**src/rtl/i2c_tgt_stall_wdog_pkg.sv**
```systemverilog
package i2c_tgt_stall_wdog_pkg;
  typedef enum logic [1:0] {
    ADDR_PRESCALE = 2'd0,
    ADDR_LIMIT    = 2'd1,
    ADDR_IRQ_EN   = 2'd2,
    ADDR_IRQ_STS  = 2'd3
  } wd_addr_e;

  localparam int unsigned SEL_LSB = 8;
  localparam int unsigned LIM_LSB = 0;
  localparam int unsigned IRQ_BIT = 15;
endpackage

```
**src/rtl/wd_prescaler.sv**
```systemverilog
module wd_prescaler #(
  parameter int unsigned BASE_LOG2 = 14,
  parameter int unsigned SEL_W     = 2
) (
  input  logic             clk_i,
  input  logic             rst_ni,
  input  logic             clr_i,
  input  logic             run_i,
  input  logic [SEL_W-1:0] sel_i,
  output logic             tick_o
);
  localparam int unsigned NSEL  = 1 << SEL_W;
  localparam int unsigned PRE_W = BASE_LOG2 + 2 * (NSEL - 1);

  logic [PRE_W-1:0] pre_q;
  logic [NSEL-1:0]  term;

  // counter never passes the terminal value, so all-ones low bits mark it
  for (genvar s = 0; s < NSEL; s++) begin : g_term
    assign term[s] = &pre_q[BASE_LOG2 + 2*s - 1 : 0];
  end

  assign tick_o = run_i & term[sel_i];

  always_ff @(posedge clk_i or negedge rst_ni) begin
    if (!rst_ni)      pre_q <= '0;
    else if (clr_i)   pre_q <= '0;
    else if (tick_o)  pre_q <= '0;
    else if (run_i)   pre_q <= pre_q + PRE_W'(1);
  end
endmodule

```
**src/rtl/wd_tick_counter.sv**
```systemverilog
module wd_tick_counter #(
  parameter int unsigned CNT_W = 5
) (
  input  logic             clk_i,
  input  logic             rst_ni,
  input  logic             clr_i,
  input  logic             tick_i,
  input  logic [CNT_W-1:0] limit_i,
  output logic             expire_o
);
  logic [CNT_W-1:0] cnt_q;
  logic             hit;

  // widened compare: a zero limit can never match
  assign hit      = ({1'b0, cnt_q} + (CNT_W+1)'(1)) == {1'b0, limit_i};
  assign expire_o = tick_i & hit;

  always_ff @(posedge clk_i or negedge rst_ni) begin
    if (!rst_ni)        cnt_q <= '0;
    else if (clr_i)     cnt_q <= '0;
    else if (expire_o)  cnt_q <= '0;
    else if (tick_i)    cnt_q <= cnt_q + CNT_W'(1);
  end
endmodule

```
**src/rtl/wd_regs.sv**
```systemverilog
module wd_regs
  import i2c_tgt_stall_wdog_pkg::*;
#(
  parameter int unsigned DW    = 32,
  parameter int unsigned SEL_W = 2,
  parameter int unsigned CNT_W = 5
) (
  input  logic             clk_i,
  input  logic             rst_ni,
  input  logic             we_i,
  input  logic [1:0]       addr_i,
  input  logic [DW-1:0]    wdata_i,
  input  logic             ctrl_rst_i,
  input  logic             expire_i,
  output logic [SEL_W-1:0] sel_o,
  output logic [CNT_W-1:0] lim_o,
  output logic             ien_o,
  output logic             sts_o,
  output logic [DW-1:0]    rdata_o
);
  wd_addr_e addr;
  logic     sts_clr;
  logic     unused_wdata;

  assign addr         = wd_addr_e'(addr_i);
  assign sts_clr      = we_i && (addr == ADDR_IRQ_STS) && wdata_i[IRQ_BIT];
  assign unused_wdata = ^wdata_i;

  always_ff @(posedge clk_i or negedge rst_ni) begin
    if (!rst_ni) begin
      sel_o <= '0;
      lim_o <= '0;
      ien_o <= 1'b0;
    end else if (we_i) begin
      unique case (addr)
        ADDR_PRESCALE: sel_o <= wdata_i[SEL_LSB +: SEL_W];
        ADDR_LIMIT:    lim_o <= wdata_i[LIM_LSB +: CNT_W];
        ADDR_IRQ_EN:   ien_o <= wdata_i[IRQ_BIT];
        default: ;
      endcase
    end
  end

  // reset beats expiry, expiry beats software clear
  always_ff @(posedge clk_i or negedge rst_ni) begin
    if (!rst_ni)          sts_o <= 1'b0;
    else if (ctrl_rst_i)  sts_o <= 1'b0;
    else if (expire_i)    sts_o <= 1'b1;
    else if (sts_clr)     sts_o <= 1'b0;
  end

  always_comb begin
    rdata_o = '0;
    unique case (addr)
      ADDR_PRESCALE: rdata_o[SEL_LSB +: SEL_W] = sel_o;
      ADDR_LIMIT:    rdata_o[LIM_LSB +: CNT_W] = lim_o;
      ADDR_IRQ_EN:   rdata_o[IRQ_BIT]          = ien_o;
      ADDR_IRQ_STS:  rdata_o[IRQ_BIT]          = sts_o;
      default: ;
    endcase
  end
endmodule

```
**src/rtl/i2c_tgt_stall_wdog.sv**
```systemverilog
module i2c_tgt_stall_wdog #(
  parameter int unsigned BASE_LOG2 = 14,
  parameter int unsigned SEL_W     = 2,
  parameter int unsigned CNT_W     = 5,
  parameter int unsigned DW        = 32
) (
  input  logic          clk_i,
  input  logic          rst_ni,
  input  logic          ctrl_rst_i,
  input  logic          tgt_start_i,
  input  logic          tgt_stop_i,
  input  logic          bus_act_i,
  input  logic          reg_we_i,
  input  logic [1:0]    reg_addr_i,
  input  logic [DW-1:0] reg_wdata_i,
  output logic [DW-1:0] reg_rdata_o,
  output logic          tgt_busy_o,
  output logic          irq_o
);
  logic             busy_q;
  logic             restart;
  logic             run;
  logic             tick;
  logic             expire;
  logic             ien;
  logic             sts;
  logic [SEL_W-1:0] sel_reg, sel_shd;
  logic [CNT_W-1:0] lim_reg, lim_shd;

  always_ff @(posedge clk_i or negedge rst_ni) begin
    if (!rst_ni)          busy_q <= 1'b0;
    else if (ctrl_rst_i)  busy_q <= 1'b0;
    else if (tgt_start_i) busy_q <= 1'b1;
    else if (tgt_stop_i)  busy_q <= 1'b0;
  end

  assign restart = ctrl_rst_i | tgt_start_i | tgt_stop_i | bus_act_i | ~busy_q;
  assign run     = busy_q & ~restart & (lim_shd != '0);

  // timing fields are sampled only at a restart
  always_ff @(posedge clk_i or negedge rst_ni) begin
    if (!rst_ni) begin
      sel_shd <= '0;
      lim_shd <= '0;
    end else if (restart) begin
      sel_shd <= sel_reg;
      lim_shd <= lim_reg;
    end
  end

  wd_prescaler #(.BASE_LOG2(BASE_LOG2), .SEL_W(SEL_W)) u_pre (
    .clk_i  (clk_i),
    .rst_ni (rst_ni),
    .clr_i  (restart),
    .run_i  (run),
    .sel_i  (sel_shd),
    .tick_o (tick)
  );

  wd_tick_counter #(.CNT_W(CNT_W)) u_cnt (
    .clk_i    (clk_i),
    .rst_ni   (rst_ni),
    .clr_i    (restart),
    .tick_i   (tick),
    .limit_i  (lim_shd),
    .expire_o (expire)
  );

  wd_regs #(.DW(DW), .SEL_W(SEL_W), .CNT_W(CNT_W)) u_regs (
    .clk_i      (clk_i),
    .rst_ni     (rst_ni),
    .we_i       (reg_we_i),
    .addr_i     (reg_addr_i),
    .wdata_i    (reg_wdata_i),
    .ctrl_rst_i (ctrl_rst_i),
    .expire_i   (expire),
    .sel_o      (sel_reg),
    .lim_o      (lim_reg),
    .ien_o      (ien),
    .sts_o      (sts),
    .rdata_o    (reg_rdata_o)
  );

  assign tgt_busy_o = busy_q;
  assign irq_o      = sts & ien;
endmodule

```
**config.mk**
```make
export PLATFORM = sky130hd
export DESIGN_NAME = i2c_tgt_stall_wdog
export DESIGN_NICKNAME = d
export VERILOG_FILES = /design/src/rtl/i2c_tgt_stall_wdog_pkg.sv /design/src/rtl/wd_prescaler.sv /design/src/rtl/wd_tick_counter.sv /design/src/rtl/wd_regs.sv /design/src/rtl/i2c_tgt_stall_wdog.sv
export SDC_FILE = /design/constraint.sdc
export NUM_CORES = 1
export LEC_CHECK = 0
export CAP_MARGIN = 20
export CORE_UTILIZATION = 50
export DETAILED_ROUTE_END_ITERATION = 16
export PLACE_DENSITY = 0.87
export REMOVE_ABC_BUFFERS = 1
export SETUP_SLACK_MARGIN = 0.5
export SLEW_MARGIN = 30
export SYNTH_ARGS = -nofsm -noshare
export SYNTH_HDL_FRONTEND = slang
export SYNTH_SLANG_ARGS = --single-unit
```
**constraint.sdc**
```tcl
create_clock -name clk_i -period 3.5 [get_ports clk_i]
set_input_delay 0.875 -clock clk_i [delete_from_list [all_inputs] [get_ports clk_i]]
set_output_delay 0.875 -clock clk_i [all_outputs]
set_load 0.005 [all_outputs]
```
==> results.cfg, run 1 <==
[status]
status = finished, final reports clean

[global_route]
overflow = 0
grt_usage_pct = 19.2
grt_pass1_wl_um = 7740
grt_pass1_vias = 1732
antenna_found_initial = 0
grt_max_degree = 43

[floorplanning]
start_util_pct = 52.0
dieArea_um2 = 5200
die_h_um = 72.1
core_um2 = 4720
die_width_um = 72.1
num_rows = 25
ioPinCount = 75

[min_path]
whs_path_depth = 2
hold_path_class = reg -> reg
min_to = lim_shd[0]$_DFFE_PN0N_
hold_start = u_regs.lim_o[0]$_DFFE_PN0P_

[power]
p_switching_uw = 268
cellPowerDensity_nw_per_um2 = 382
swShare_pct = 25.0
seq_power_share_pct = 51.4
clockPowerShare_pct = 35.9
comb_power_share_pct = 12.7
p_total_mw = 1.07
p_int_uw = 805
ir_worst_vdd_uv = 323
leakagePower_nw = 1.16

[final_layout]
fin_cells = 354
drive_gt1_share_pct = 9.41
final_cell_mix = dfrtp_1, nand2_1, conb_1
n_antenna_cell = 0
layout_commonest_cell = dfrtp_1
nNetsFinal = 329
final_cell_area_um2 = 2810
area_delta_synth_final_pct = 14.5
final_core_util_pct = 59.5

[job]
cap_violations = 0

[setup_path]
slowest_stage = clkdlybuf4s50_1
path_buf_inv = 2
cp.required_ps = 2620
cp-end-kind = output pin
path_cells = clkdlybuf4s15_1, nor2b_4, and2_1, clkdlybuf4s50_1
critical-path-top-delay-family = buffers and inverters
slowest_delay_ps = 500
critPathArrivalTime_ps = 2060
start_kind = input port
reg2reg_depth = 6
r2r_slack_ps = 1200
crit_type = in -> out
r2r_end = u_regs.sts_o$_DFFE_PN0P_
timing.rr.start = u_cnt.cnt_q[0]$_DFFE_PN0P_
worstPathMaxFanout = 6

[placed_design]
dp_hpwl_um = 3180
dp.cells = 346
gp_congestion = 0.802
io_buffers = 26
placed_cell_area_um2 = 2690
dp_slack_ps = 156

[cts]
cts_num_sinks = 42
cts_max_level = 2
clkLatencyLatePin_ps = 310
cts_buffer_depth = 2
cts_tree = yes
cts_root_buffer = clkbuf_8
numCtsBuffers = 5
clk_pin_slew_worst_paths_ps = 80

[logic_synthesis]
syn_avg_cell_area_um2 = 9.56
ys_types = 43
synth_top_family_by_area = simple AND/OR/NAND/NOR gates
synth-compound-area-share_pct = 4.94
syn_area_um2 = 2460
synthMuxAreaShare_pct = 4.08
ys_async_sr_fraction_pct = 100
seq_area_frac_synth_pct = 42.8
synthCells = 257
yosys.area_share.simple_pct = 29.5
synthAdderAreaFrac_pct = 1.02
yosysWarnings = 0
ys.flop_type = dfrtp_1
synth_edf_count = 0
synth-xor-area-share_pct = 8.81
synth_seq_cells = 42

[sta]
fin_ws_ps = 568
rsz0062_at_grt = no
finalSetupViolCount = 0
tns_ps = 0
period_needed_ps = 2930
relSlewSlack_pct = 64.9
hold_violations = 0
tightest_slew_ps = 526
skew_ps = 15.3
final_max_slew_viol_count = 0
clock.fmax_mhz = 341
finalCritPeriodShare_pct = 83.8
holdWs_ps = 496

[route]
vias = 1843
remaining_drc_errors = 0
drtPass1Iterations = 4
drt_iter0_markers = 52
viasPerCell = 5.21
wl_per_cell_um = 12.5
finalWirelength_um = 4440
ant_nets = 0
cell families (layout without fill, tap and decap cells):
logic type | count (synthesis) | after routing
xor gates and xnor gates | 23 | 23
buffers and inverters | 32 | 39
AOI/OAI and AO/OA | 21 | 21
and+or+nand+nor | 127 | 127
DFF | 42 | 42
other | 1 | 24
muxes | 9 | 9
adders and majority gates | 2 | 2
synth_stat cells, drive strengths merged (2+ instances only):
cell type / n / area share (%)
a21oi: 9 / 1.8
a22oi: 2 / 0.61
a31oi: 2 / 0.51
and2: 10 / 2.5
and3: 2 / 0.51
and4: 2 / 0.71
buf: 26 / 7.7
clkbuf: 2 / 0.31
dfrtp: 42 / 43
ha: 2 / 1.0
inv: 4 / 0.61
mux2: 8 / 3.7
nand2: 39 / 6.0
nand2b: 2 / 0.51
nand3: 9 / 1.8
nand4: 2 / 0.51
nor2: 24 / 4.3
nor2b: 3 / 0.76
nor3: 6 / 1.2
nor3b: 3 / 0.92
nor4: 8 / 3.3
nor4b: 2 / 0.71
o21ai: 5 / 1.0
or2: 2 / 0.51
or3: 2 / 0.51
or3b: 3 / 1.1
or4: 2 / 0.61
or4b: 4 / 1.8
xnor2: 19 / 6.8
xor2: 3 / 1.1
power groups by stage:
stage | Sequential [mW] | Clock, mW | Combinational [mW]
2_1_floorplan | 0.551 | 0 | 0.0801
3_3_place_gp | 0.560 | 0 | 0.131
3_5_place_dp | 0.561 | 0 | 0.136
4_1_cts | 0.551 | 0.387 | 0.137
5_1_grt | 0.558 | 0.406 | 0.153
6_report | 0.552 | 0.385 | 0.136
timing repair:
| item | 4_1_cts | 5_1_grt |
|---|---|---|
| endpoints found under the setup margin | 8 | 3 |
| hold buffers | 0 | 0 |
| hold endpoints to repair | 0 | 0 |
| gates resized for setup | 5 | 1 |
| setup buffers | 0 | 0 |
worst max path at each step:
stage / startpoint / end / cells after the start
final: reg_addr_i[0] / reg_rdata_o[1] / 4
after global routing: reg_addr_i[0] / reg_rdata_o[3] / 4
after CTS: reg_addr_i[0] / reg_rdata_o[1] / 4
after detailed placement: reg_addr_i[0] / reg_rdata_o[1] / 4
after global placement: reg_addr_i[0] / reg_rdata_o[4] / 4
after floorplan: tgt_start_i / u_cnt.cnt_q[2]$_DFFE_PN0P_ / 5
worst reg2reg max path: stages, from the launching register on:
cell	delay (ps)
dfrtp_1	450
ha_1	350
xor2_1	160
nor3_1	310
nand4_1	350
or3_1	480
a21oi_1	140
metal layers:
metal / global-route usage (%) / wire, µm / vias to the layer above
met2: 31.9 / 2140 / 64
met1: 23.9 / 2000 / 880
met3: 4.86 / 212 / 9
met5: 0 / 0 / -
met4: 7.63 / 90 / 0
li1: - / - / 890
sequential cells by signal, summed over array words and instances, names as in the netlist:
name          count
lim_shd           5
sel_shd           2
tgt_busy_o        1
u_cnt.cnt_q       5
u_pre.pre_q      20
u_regs.ien_o      1
u_regs.lim_o      5
u_regs.sel_o      2
u_regs.sts_o      1
cell type report:
class,count,area (µm²)
multi-input cells,206,1290
fillers,399,1910
clock buffers,6,72.6
flip-flops and latches,42,1050
clock inverters,2,37.5
repair buffers,27,264
inverters,4,15.0
well taps,67,83.8
No activity file was read; power rests on OpenSTA's default activity.
==> run 2: changes to the inputs <==
--- a/config.mk
+++ b/config.mk
@@ -6,9 +6,9 @@
 export NUM_CORES = 1
 export LEC_CHECK = 0
 export CAP_MARGIN = 20
-export CORE_UTILIZATION = 50
+export CORE_UTILIZATION = 47
 export DETAILED_ROUTE_END_ITERATION = 16
-export PLACE_DENSITY = 0.87
+export PLACE_DENSITY = 0.82
 export REMOVE_ABC_BUFFERS = 1
 export SETUP_SLACK_MARGIN = 0.5
 export SLEW_MARGIN = 30
==> constraint.sdc (replaced) <==
create_clock -name clk_i -period 2.9 [get_ports clk_i]
set_input_delay 0.725 -clock clk_i [delete_from_list [all_inputs] [get_ports clk_i]]
set_output_delay 0.725 -clock clk_i [all_outputs]
set_load 0.005 [all_outputs]
==> results.cfg, run 2 (synthesis gave the netlist of run 1 again) <==
[final_layout]
largest-register = u_pre.pre_q
n_antenna_cell = 0
final_core_util_pct = 59.1
largest_reg_flops = 20
nNetsFinal = 339
area_delta_synth_final_pct = 17.4
final_cell_mix = dfrtp_1, nand2_1, conb_1
layout_commonest_cell = dfrtp_1
final_cell_area_um2 = 2880
drive_gt1_share_pct = 13.2

[placed_design]
dp_hpwl_um = 3180
gp_congestion = 0.813
io_buffers = 26
placed_cell_area_um2 = 2730
dp_slack_ps = -40.2

[sta]
clock.fmax_mhz = 429
tns_ps = 0
finalCritPeriodShare_pct = 80.3
fin_ws_ps = 570
relSlewSlack_pct = 65.2
hold_violations = 0
period_needed_ps = 2330
rsz0062_at_grt = no
skew_ps = 6.51
tightest_slew_ps = 521
holdWs_ps = 400
final_max_slew_viol_count = 0
finalSetupViolCount = 0

[job]
cap_violations = 0

[power]
ir_worst_vdd_uv = 282
cellPowerDensity_nw_per_um2 = 447
leakagePower_nw = 1.25

[global_route]
overflow = 0
antenna_found_initial = 0
grt_usage_pct = 19.4
grt_max_degree = 43
grt_util_met3_pct = 4.74
busiest_layer = met2
use_met2_pct = 32.4
grt_pass1_wl_um = 8180
grt_util_met1_pct = 24.1
grt_pass1_vias = 1883

[cts]
hold_buffers = 0
cts_num_sinks = 42
clkLatencyLatePin_ps = 290
numCtsBuffers = 5
cts_max_level = 2
cts_buffer_depth = 2
clk_pin_slew_worst_paths_ps = 80
cts_tree = yes
cts_root_buffer = clkbuf_8

[min_path]
hold_path_class = in -> async

[route]
vias = 1846
viasPerCell = 5.09
wl_per_cell_um = 12.5
ant_nets = 0
drtPass1Iterations = 4
finalWirelength_um = 4520
drt_iter0_markers = 149
remaining_drc_errors = 0

[floorplanning]
start_util_pct = 50.3
ioPinCount = 75
dieArea_um2 = 5520
die_h_um = 74.3
num_rows = 25
die_width_um = 74.3
core_um2 = 4880

[status]
status = finished, final reports clean

[setup_path]
critPathArrivalTime_ps = 1600
r2r_slack_ps = 680
start_kind = input port
crit_type = in -> out
cp.required_ps = 2170
worstPathMaxFanout = 4
cp-end-kind = output pin
run 2: cell types whose count changed in the layout (fill, tap and decap cells not counted):
cell             change
clkdlybuf4s15_1      -1
clkbuf_8             +1
clkinvlp_4           -1
nand2_2              +1
dlygate4sd2_1       +12
clkdlybuf4s50_1     -11
nand2_1              -1
clkbuf_1             -1
and2_1               -1
buf_4                +9
and2_4               +1
buf_6                +1
run 2: path summary, 6_finish.rpt:
check / to / depth (start not counted) / startpoint
worst max register to register: u_regs.sts_o$_DFFE_PN0P_ / 6 / u_cnt.cnt_q[0]$_DFFE_PN0P_
worst min register to register: lim_shd[2]$_DFFE_PN0N_ / 2 / u_regs.lim_o[2]$_DFFE_PN0P_
max in group asynchronous: u_regs.lim_o[3]$_DFFE_PN0P_ / 1 / rst_ni
min in group clk_i: lim_shd[2]$_DFFE_PN0N_ / 2 / u_regs.lim_o[2]$_DFFE_PN0P_
worst min-delay path: u_pre.pre_q[7]$_DFFE_PN0P_ / 1 / rst_ni
worst max-delay path: reg_rdata_o[15] / 5 / reg_addr_i[0]
run 2: through the flow:
step	total power, mW	std cells
after floorplan	0.762	252
after global placement	0.834	351
after detailed placement	0.840	351
after CTS	1.30	363
after global routing	1.35	363
final	1.29	363
run 2: final cells by class:
| type | instances | area (µm²) |
|---|---|---|
| Fill cell | 432 | 2000 |
| Sequential cell | 42 | 1050 |
| Clock buffer | 6 | 82.6 |
| Inverter | 4 | 15.0 |
| Multi-Input combinational cell | 206 | 1290 |
| Tap cell | 67 | 83.8 |
| Clock inverter | 1 | 30.0 |
| Timing Repair Buffer | 37 | 328 |
run 2: power by group:
| group | internal, mW | leakage, nW | switching [mW] |
|---|---|---|---|
| sequential | 0.627 | 0.554 | 0.0381 |
| clock | 0.275 | 0.0573 | 0.191 |
| combinational | 0.0840 | 0.640 | 0.0743 |
| total | 0.986 | 1.25 | 0.304 |
run 2: per-layer routing:
| metal | share of wire, % | wire length [µm] |
|---|---|---|
| met1 | 44 | 2010 |
| met2 | 48 | 2180 |
| met3 | 5.2 | 233 |
| met4 | 2.3 | 102 |
| met5 | 0 | 0 |
run 2: what timing repair did:
item / CTS / global route
pin swaps: 4 / 0
resized for setup: 18 / 1
endpoints found under the setup margin: 11 / 3
setup buffers: 5 / 0
run 2: worst max-delay path, stage by stage:
cell and delay, ps:
dlygate4sd2_1 250, buf_6 130, mux2i_1 180, nor2b_1 60
dlygate4sd2_1 260
==> run 3: changes to the inputs <==
==> constraint.sdc (replaced) <==
create_clock -name clk_i -period 2.26 [get_ports clk_i]
set_input_delay 0.565 -clock clk_i [delete_from_list [all_inputs] [get_ports clk_i]]
set_output_delay 0.565 -clock clk_i [all_outputs]
set_load 0.005 [all_outputs]
==> results.cfg, run 3 (synthesis gave the netlist of run 1 again) <==
[status]
status = finished, final reports clean

[setup_path]
slowest_stage = or4_4
cp.required_ps = 2480
slowest_delay_ps = 580
timing.rr.start = lim_shd[0]$_DFFE_PN0N_
start_kind = flop
r2r_slack_ps = 310
crit_start = lim_shd[0]$_DFFE_PN0N_
path_cells = or4_4, o211ai_1, nand4b_4, buf_4, buf_4, a22oi_1, a21oi_1
critPathArrivalTime_ps = 2170
crit_type = reg -> reg
worstPathMaxFanout = 6
reg2reg_depth = 7
cp-end-kind = flop
critPathCapture = u_cnt.cnt_q[4]$_DFFE_PN0P_
cpMostUsedCell = buf_4
r2r_end = u_cnt.cnt_q[4]$_DFFE_PN0P_

[route]
finalWirelength_um = 5410
remaining_drc_errors = 0
drt_iter0_markers = 89
wl_per_cell_um = 13.9
viasPerCell = 5.17
drtPass1Iterations = 4
vias = 2011
ant_nets = 0

[final_layout]
final_cell_mix = dfrtp_1, nand2_1, buf_4
layout_commonest_cell = dfrtp_1
n_fill_cell = 358
area_delta_synth_final_pct = 29.5
drive_gt1_share_pct = 29.2
n_antenna_cell = 0
final_core_util_pct = 65.2
largest-register = u_pre.pre_q
largest_reg_flops = 20
nNetsFinal = 365

[sta]
skew_ps = 8.09
rsz0062_at_grt = yes
final_max_slew_viol_count = 0
clock.fmax_mhz = 513
tightest_slew_ps = 519
period_needed_ps = 1950
finalSetupViolCount = 0
finalCritPeriodShare_pct = 86.3
relSlewSlack_pct = 65.4
fin_ws_ps = 310
hold_violations = 0

[cts]
clk_pin_slew_worst_paths_ps = 80
hold_buffers = 0
cts_root_buffer = clkbuf_8
cts_buffer_depth = 2
cts_num_sinks = 42
clkLatencyLatePin_ps = 300
numCtsBuffers = 5
cts_tree = yes
cts_max_level = 2

[floorplanning]
core_um2 = 4880
die_h_um = 74.3
start_util_pct = 50.3
num_rows = 25
die_width_um = 74.3
dieArea_um2 = 5520
ioPinCount = 75

[power]
clockPowerShare_pct = 35.1
comb_power_share_pct = 15.0
leakagePower_nw = 1.41
p_total_mw = 1.71
ir_worst_vdd_uv = 501
p_int_mw = 1.30
p_switching_uw = 412
seq_power_share_pct = 49.9
cellPowerDensity_nw_per_um2 = 538
swShare_pct = 24.0

[min_path]
hold_path_class = in -> async

[global_route]
grt_pass1_wl_um = 9070
grt_max_degree = 43
grt_pass1_vias = 1966
antenna_found_initial = 0
overflow = 0
grt_usage_pct = 21.8

[placed_design]
dp_slack_ps = -363
io_buffers = 26
dp_hpwl_um = 3390
gp_congestion = 0.807

[job]
cap_violations = 0
-- run 3: cell types whose count changed in the layout (fill, tap and decap cells not counted), sizes merged --
cell,previous run,this run
clkdlybuf4s50,12,9
clkbuf,6,8
buf,12,49
dlygate4sd2,13,2
dlymetal6s2s,0,1
-- run 3: routing by layer --
layer	up-vias	track usage [%]	routed length [µm]
li1	960	-	-
met1	975	26.7	2280
met2	68	38.9	2790
met3	8	3.93	255
met4	0	7.34	82
met5	-	0	0
-- run 3: power groups by stage --
stage | clock (mW) | combinational (mW) | sequential (mW)
2_1_floorplan | 0 | 0.124 | 0.854
3_3_place_gp | 0 | 0.211 | 0.864
3_5_place_dp | 0 | 0.217 | 0.867
4_1_cts | 0.613 | 0.246 | 0.850
5_1_grt | 0.636 | 0.284 | 0.861
6_report | 0.601 | 0.257 | 0.854
-- run 3: layout make-up --
cell class	count	area (µm²)	area share (%)
clock buffer	6	82.6	2.60
clock inverter	1	30.0	0.944
inverter	4	15.0	0.472
multi-input combinational	206	1360	42.9
sequential	42	1050	33.0
tap	67	83.8	2.64
timing repair buffer	63	554	17.4
-- run 3: what timing repair did --
item,in CTS,in global routing
resized for setup,83,10
endpoints found under the setup margin,43,29
pin swaps,27,10
gates cloned,1,0
buffers inserted,21,4
-- run 3: stage by stage --
stage,TNS [ps],area (µm²),instances,hold slack [ps]
floorplan,0,2340,252,269
global placement,-7320,2790,356,474
detailed placement,-9090,2790,356,475
CTS,0,3140,385,343
global route,0,3180,389,375
finish,0,3180,389,325
-- run 3: worst max-delay path: cells and delay by family (launching register included) --
kind / cells / cell delay, ps
and+or+nand+nor: 2 / 800
AOI/OAI and AO/OA: 3 / 470
DFF: 1 / 380
buffers and inverters: 2 / 230
-- run 3: worst min-delay path by stage --
| stage | start | end | slack, ps | depth (start not counted) |
|---|---|---|---|---|
| 5_1_grt | rst_ni | u_pre.pre_q[12]$_DFFE_PN0P_ | 380 | 2 |
| 3_3_place_gp | u_regs.lim_o[4]$_DFFE_PN0P_ | lim_shd[4]$_DFFE_PN0N_ | 470 | 2 |
| 2_1_floorplan | rst_ni | lim_shd[0]$_DFFE_PN0N_ | 270 | 0 |
| 6_report | rst_ni | u_pre.pre_q[13]$_DFFE_PN0P_ | 320 | 2 |
| 3_5_place_dp | u_regs.sel_o[1]$_DFFE_PN0P_ | sel_shd[1]$_DFFE_PN0N_ | 480 | 2 |
| 4_1_cts | rst_ni | u_pre.pre_q[10]$_DFFE_PN0P_ | 340 | 2 |
